--- config.mk ---
export PLATFORM = sky130hd
export DESIGN_NAME = s2f_pulse_sync
export DESIGN_NICKNAME = d
export VERILOG_FILES = /design/src/rtl/s2f_pkg.sv /design/src/rtl/s2f_sync_chain.sv /design/src/rtl/s2f_edge_strobe.sv /design/src/rtl/s2f_pulse_gen.sv /design/src/rtl/s2f_pulse_sync.sv
export SDC_FILE = /design/constraint.sdc
export NUM_CORES = 1
export LEC_CHECK = 0
export BUFFER_PORTS_ARGS = -buffer_cell sky130_fd_sc_hd__buf_2
export CORE_ASPECT_RATIO = 1.4
export CORE_MARGIN = 2
export CORE_UTILIZATION = 25
export CTS_CLUSTER_DIAMETER = 50
export DETAILED_ROUTE_END_ITERATION = 16
export MAX_ROUTING_LAYER = met4
export PLACE_DENSITY = 0.56
export SLEW_MARGIN = 20
export SYNTH_ARGS = -nofsm -noshare
export SYNTH_HDL_FRONTEND = slang
export SYNTH_HIERARCHICAL = 1
export SYNTH_SLANG_ARGS = --single-unit
--- constraint.sdc ---
create_clock -name clk_sys -period 2.45 [get_ports clk_sys]
set_clock_uncertainty 0.05 [all_clocks]
set_input_delay 0.1225 -clock clk_sys [delete_from_list [all_inputs] [get_ports clk_sys]]
set_output_delay 0.1225 -clock clk_sys [all_outputs]
set_load 0.01 [all_outputs]
--- src/rtl/s2f_pkg.sv ---
// Package: shared types for the slow-to-fast pulse synchronizer.
// Assumes nothing beyond IEEE 1800-2017 elaboration.
package s2f_pkg;

    // Which detected I/O-clock edge opens the one-cycle pulse window.
    typedef enum logic {
        STROBE_ON_RISE = 1'b0,
        STROBE_ON_FALL = 1'b1
    } strobe_edge_e;

    // Smallest synchronizer depth the block accepts.
    localparam int unsigned MIN_SYNC_STAGES = 2;

endpackage

--- src/rtl/s2f_sync_chain.sv ---
// Module: flop chain that re-times a WIDTH-bit signal into clk.
// Assumes: the input is a level that is stable for several clk cycles;
// STAGES >= 2. Reset is synchronous and active low.
module s2f_sync_chain #(
    parameter int unsigned WIDTH  = 1,
    parameter int unsigned STAGES = 2
) (
    input  logic             clk,
    input  logic             rst_n,
    input  logic [WIDTH-1:0] async_i,
    output logic [WIDTH-1:0] sync_o
);

    logic [STAGES-1:0][WIDTH-1:0] stage_q;

    // Shift the sampled input one stage further on each clock.
    always_ff @(posedge clk) begin
        if (!rst_n) begin
            stage_q <= '0;
        end else begin
            stage_q[0] <= async_i;
            for (int k = 1; k < STAGES; k++) begin
                stage_q[k] <= stage_q[k-1];
            end
        end
    end

    assign sync_o = stage_q[STAGES-1];

endmodule

--- src/rtl/s2f_edge_strobe.sv ---
// Module: finds one edge of a slow clock in the fast domain.
// Assumes: clk runs at least twice as fast as slow_clk_i. The strobe is
// high for one clk cycle per slow period; the edge is picked by EDGE.
module s2f_edge_strobe
    import s2f_pkg::*;
#(
    parameter int unsigned  STAGES = 2,
    parameter strobe_edge_e EDGE   = STROBE_ON_FALL
) (
    input  logic clk,
    input  logic rst_n,
    input  logic slow_clk_i,
    output logic strobe_o
);

    logic slow_sync;
    logic slow_hist_q;

    s2f_sync_chain #(
        .WIDTH  (1),
        .STAGES (STAGES)
    ) u_clk_sync (
        .clk     (clk),
        .rst_n   (rst_n),
        .async_i (slow_clk_i),
        .sync_o  (slow_sync)
    );

    // Keep the previous synchronized level for edge comparison.
    always_ff @(posedge clk) begin
        if (!rst_n) begin
            slow_hist_q <= 1'b0;
        end else begin
            slow_hist_q <= slow_sync;
        end
    end

    generate
        if (EDGE == STROBE_ON_RISE) begin : g_rise
            assign strobe_o = slow_sync & ~slow_hist_q;
        end else begin : g_fall
            assign strobe_o = ~slow_sync & slow_hist_q;
        end
    endgenerate

    AST_STROBE_SPACED: assert property (@(posedge clk) disable iff (!rst_n)
        strobe_o |=> !strobe_o);

endmodule

--- src/rtl/s2f_pulse_gen.sv ---
// Module: loads the synchronized value into the pulse output for the
// single cycle after a strobe and clears it otherwise.
// Assumes: strobes are at least two cycles apart.
module s2f_pulse_gen #(
    parameter int unsigned WIDTH = 5
) (
    input  logic             clk,
    input  logic             rst_n,
    input  logic             strobe_i,
    input  logic [WIDTH-1:0] data_i,
    output logic [WIDTH-1:0] pulse_o
);

    logic [WIDTH-1:0] pulse_q;

    // Capture the value on a strobe and return to zero on every other cycle.
    always_ff @(posedge clk) begin
        if (!rst_n) begin
            pulse_q <= '0;
        end else if (strobe_i) begin
            pulse_q <= data_i;
        end else begin
            pulse_q <= '0;
        end
    end

    assign pulse_o = pulse_q;

    AST_PULSE_CARRIES_DATA: assert property (@(posedge clk) disable iff (!rst_n)
        strobe_i |=> pulse_o == $past(data_i));
    AST_PULSE_ONE_CYCLE: assert property (@(posedge clk) disable iff (!rst_n)
        (pulse_o != '0) |=> (pulse_o == '0));
    AST_PULSE_NEEDS_STROBE: assert property (@(posedge clk) disable iff (!rst_n)
        !strobe_i |=> (pulse_o == '0));

endmodule

--- src/rtl/s2f_pulse_sync.sv ---
// Module: top of the slow-to-fast pulse-per-cycle synchronizer.
// Assumes: clk_sys is at least twice the clk_io frequency; din is
// launched just after a rising clk_io edge and then held for the whole
// I/O period; rst_n is synchronous to clk_sys and active low.
module s2f_pulse_sync
    import s2f_pkg::*;
#(
    parameter int unsigned  WIDTH       = 5,
    parameter int unsigned  SYNC_STAGES = 2,
    parameter strobe_edge_e STROBE_EDGE = STROBE_ON_FALL
) (
    input  logic             clk_sys,
    input  logic             rst_n,
    input  logic             clk_io,
    input  logic [WIDTH-1:0] din,
    output logic [WIDTH-1:0] sync_dout,
    output logic [WIDTH-1:0] pulse_dout
);

    localparam int unsigned STAGES_USED =
        (SYNC_STAGES < MIN_SYNC_STAGES) ? MIN_SYNC_STAGES : SYNC_STAGES;

    logic [WIDTH-1:0] data_sync;
    logic             io_strobe;

    s2f_sync_chain #(
        .WIDTH  (WIDTH),
        .STAGES (STAGES_USED)
    ) u_data_sync (
        .clk     (clk_sys),
        .rst_n   (rst_n),
        .async_i (din),
        .sync_o  (data_sync)
    );

    s2f_edge_strobe #(
        .STAGES (STAGES_USED),
        .EDGE   (STROBE_EDGE)
    ) u_edge (
        .clk        (clk_sys),
        .rst_n      (rst_n),
        .slow_clk_i (clk_io),
        .strobe_o   (io_strobe)
    );

    s2f_pulse_gen #(
        .WIDTH (WIDTH)
    ) u_pulse (
        .clk      (clk_sys),
        .rst_n    (rst_n),
        .strobe_i (io_strobe),
        .data_i   (data_sync),
        .pulse_o  (pulse_dout)
    );

    assign sync_dout = data_sync;

    AST_RESET_CLEARS: assert property (@(posedge clk_sys)
        !rst_n |=> (pulse_dout == '0 && sync_dout == '0));

endmodule

Word level (Yosys, flattened, before mapping)
Index checks and enable logic that the tools add are counted.
{"block": "word_totals", "ff_bits": 18, "inputBits": 8}
{"block": "op_classes", "n_bitwise": 2, "reduce_logical": 1}
{"operator": "2-bit AND reduction", "n": 1}
{"operator": "1-bit AND", "n": 1}
{"operator": "1-bit inverter", "n": 1}

Logic depth before layout (Yosys ltp)
{"block": "logic_depth", "ltp_word": 3, "depth_mapped": 2}

By module
The synthesis kept the hierarchy.
{"module": "s2f_sync_chain (u_data_sync)", "instances": 1, "cells_each": 25, "area_each_um2": 300.3, "seq_area_each_um2": 200.2}
{"module": "s2f_pulse_gen", "instances": 1, "cells_each": 10, "area_each_um2": 131.4, "seq_area_each_um2": 100.1}
{"module": "s2f_sync_chain (u_edge.u_clk_sync)", "instances": 1, "cells_each": 4, "area_each_um2": 52.6, "seq_area_each_um2": 40.0}
{"module": "s2f_edge_strobe", "instances": 1, "cells_each": 3, "area_each_um2": 36.3, "seq_area_each_um2": 20.0}

Worst setup path before layout
No wires, ideal clock.
{"block": "synth_timing", "kind": "register -> register", "from": "register u_edge.u_clk_sync.stage_q (netlist bit u_edge/u_clk_sync/sync_o)", "to": "register u_pulse.pulse_q[0], in the netlist u_pulse/pulse_o[0]", "arrival_time_ps": 637, "required_ps": 2284, "setup_slack_ps": 1648, "path_stages_with_launch": 3, "path_buffers": 0, "cell_sequence": "dfxtp_1 -> and2b_2 -> and3_1"}
{"block": "synth_via", "elab_chain_cells": 3}
{"element": "start: declaration", "line_no": "s2f_sync_chain.sv:14", "source": "logic [STAGES-1:0][WIDTH-1:0] stage_q;"}
{"element": "start signal: indexed assignment", "line_no": "s2f_sync_chain.sv:23", "source": "stage_q[k] <= stage_q[k-1];"}
{"element": "1-bit inverter", "line_no": "s2f_edge_strobe.sv:42", "source": "assign strobe_o = ~slow_sync & slow_hist_q;"}
{"element": "1-bit AND", "line_no": "s2f_edge_strobe.sv:42"}
{"element": "named net io_strobe", "line_no": "s2f_pulse_sync.sv:24", "source": "logic io_strobe;"}
{"element": "2-bit AND reduction (no source line)"}
{"element": "end signal: assignment", "line_no": "s2f_pulse_gen.sv:21", "source": "pulse_q <= data_i;"}
{"element": "end: declaration", "line_no": "s2f_pulse_gen.sv:14", "source": "logic [WIDTH-1:0] pulse_q;"}
The timed path passes the listed nets, and every way through them passes these cells.
A chain may end at the register's enable or synchronous reset.

Final worst setup path
{"block": "layout_timing", "from": "register u_data_sync.stage_q (netlist bit u_data_sync/sync_o[2])", "to": "output sync_dout[2]"}
{"element": "start: declaration", "line_no": "s2f_sync_chain.sv:14"}
{"element": "start signal: indexed assignment", "line_no": "s2f_sync_chain.sv:23"}
{"element": "end: declaration", "line_no": "s2f_pulse_sync.sv:16", "source": "output logic [WIDTH-1:0] sync_dout,"}
No word-level cell between the ends.

==> results.tsv <==
metric	value	unit
rows	19	
slowest_stage	dfxtp_1	
cp.buffers_inverters	1	
cp.required	2.28	ns
layout_min_cycle_time	0.912	ns
nets	73	
cts-buffers-inserted	3	
final_common_cell	dfxtp_1	
stdcell_area	691	um^2
grt_usage	6.20	%
grt_pass1_vias	247	
grt_overflow	0	
clk_pin_slew	0.10	ns
setup.worst_path.class	flip-flop to output pin	
maxCapViolations	0	
synth_area_per_cell	12.4	um^2
vias	313	
holdWs	0.155	ns
core	1970	um^2
synth_top_family_by_area	simple AND/OR/NAND/NOR gates	
io_buffer_count	17	
die_x	42.6	um
synth.mux.area_fraction	0	%
crit_chain	buf_2	
rsz0062_at_grt	false	
cp-end-kind	output pin	
leakage	0.348	nW
synthCells	42	
io_pins	18	
crit_family	flip-flops	
max_freq	1100	MHz
startpoint_type	flip-flop	
grt_pass1_wl	1060	um
synth_simple_gate_area_share	23.6	%
crit_fanout	2	
synthesis.nets	50	
p_total	0.000503	W
htreeDepth	1	
ys_seq_area_share	69.2	%
grt_max_degree	19	
wire_per_inst	7.67	um
synth_xor_area_share	0	%
tritoncts	yes	
layout_common_cells	dfxtp_1, buf_2, and2_1, dlygate4sd3_1, and3_1	
relSlewSlack	85.8	%
ys_warn_count	6	
min_path_type	input port to flip-flop	
clock_path_buffers	2	
fillers	203	
cp_data_arrival_time	0.74	ns
final-setup-viol-count	0	
n_antenna_cell	0	
synthAdderAreaFrac	0	%
initial_core_util	26.4	%
cts_sinks	18	
firstDrtPassIters	3	
areaGrowthSynthToFinish	32.7	%
power_density	729	nW/um^2
slowest_delay	0.33	ns
status	finished clean	
ys_ff_latch	18	
ys_types	6	
drive_gt1_share	35.9	%
clk_latency	0.28	ns
final_hold_viol_count	0	
ant_nets	0	
ff2ff_setup_slack	1.59	ns
die_h	58.0	um
antenna_found_initial	0	
drcViolationCount	0	
min_period_over_period	37.2	%
drt_iter0_drc	3	
place_area	594	um^2
worstMarginPinSlew	0.213	ns
routed_wl	652	um
peakVddDrop	0.000242	V
syn_area	520	um^2
finalSetupTns	0	ns
vias_per_cell	3.68	
finalMaxSlewViolations	0	
root_buffer	clkbuf_4	
dieArea	2470	um^2
gp_congestion	0.643	
synth_compound_area_share	0	%
-- sequential cells by signal (all words and copies together) (netlist names) --
name,cells
u_data_sync/stage_q,5
u_data_sync/sync_o,5
u_pulse/pulse_o,5
u_edge/slow_hist_q,1
u_edge/u_clk_sync/stage_q,1
u_edge/u_clk_sync/sync_o,1
-- where the power goes --
group	total [W]	internal (W)	leakage, nW	switching, W
Combinational	0.0000271	0.0000174	0.179	0.00000966
Sequential	0.000304	0.000302	0.148	0.00000225
Clock	0.000172	0.0000904	0.0210	0.0000816
Total	0.000503	0.000410	0.348	0.0000935
-- logic make-up (layout without fill, tap and decap cells) --
family	count (synthesis)	count (layout)
buffers and inverters	5	27
AND/OR/NAND/NOR	19	19
flip-flops	18	18
-- layer usage --
layer / track usage [%] / share of wire [%] / up-vias
met2: 7.47 / 45 / 14
met5: - / 0 / -
li1: - / - / 171
met4: 6.70 / 0 / 0
met3: 2.49 / 10 / 0
met1: 7.16 / 45 / 128
-- path summary, 6_finish.rpt --
kind / start / endpoint / cells after the start
max reg2reg: u_edge/u_clk_sync/sync_o$_SDFF_PN0_ / u_pulse/pulse_o[4]$_SDFF_PN0_ / 2
min: rst_n / u_data_sync/sync_o[2]$_SDFF_PN0_ / 2
max: u_data_sync/sync_o[2]$_SDFF_PN0_ / sync_dout[2] / 1
min reg2reg: u_data_sync/stage_q[1]$_SDFF_PN0_ / u_data_sync/sync_o[1]$_SDFF_PN0_ / 1
-- cell usage after synthesis --
cell type / n / area [um^2]
and2_1: 12 / 75.1
and2_2: 1 / 7.51
and2b_2: 1 / 8.76
and3_1: 5 / 31.3
buf_4: 5 / 37.5
dfxtp_1: 18 / 360
-- what timing repair did --
action,CTS,global route
hold buffers,6,0
hold endpoints to repair,6,0
buffers inserted,0,0
resized for setup,0,0
-- area by class of cell --
type / count / area (um^2) / share of cell area [%]
repair buffers: 23 / 145 / 21.0
multi-input cells: 19 / 123 / 17.8
well taps: 21 / 26.3 / 3.80
flip-flops and latches: 18 / 360 / 52.2
clock buffers: 4 / 36.3 / 5.25
-- per-stage QoR --
step	utilization, %	setup WS [ns]	instances
floorplan	-	1.65	42
global placement	30.1	1.63	75
detailed placement	30.1	1.60	75
CTS	35.0	1.51	85
global route	35.0	1.49	85
finish	35.0	1.54	85
No activity file was read; power rests on OpenSTA's default activity.
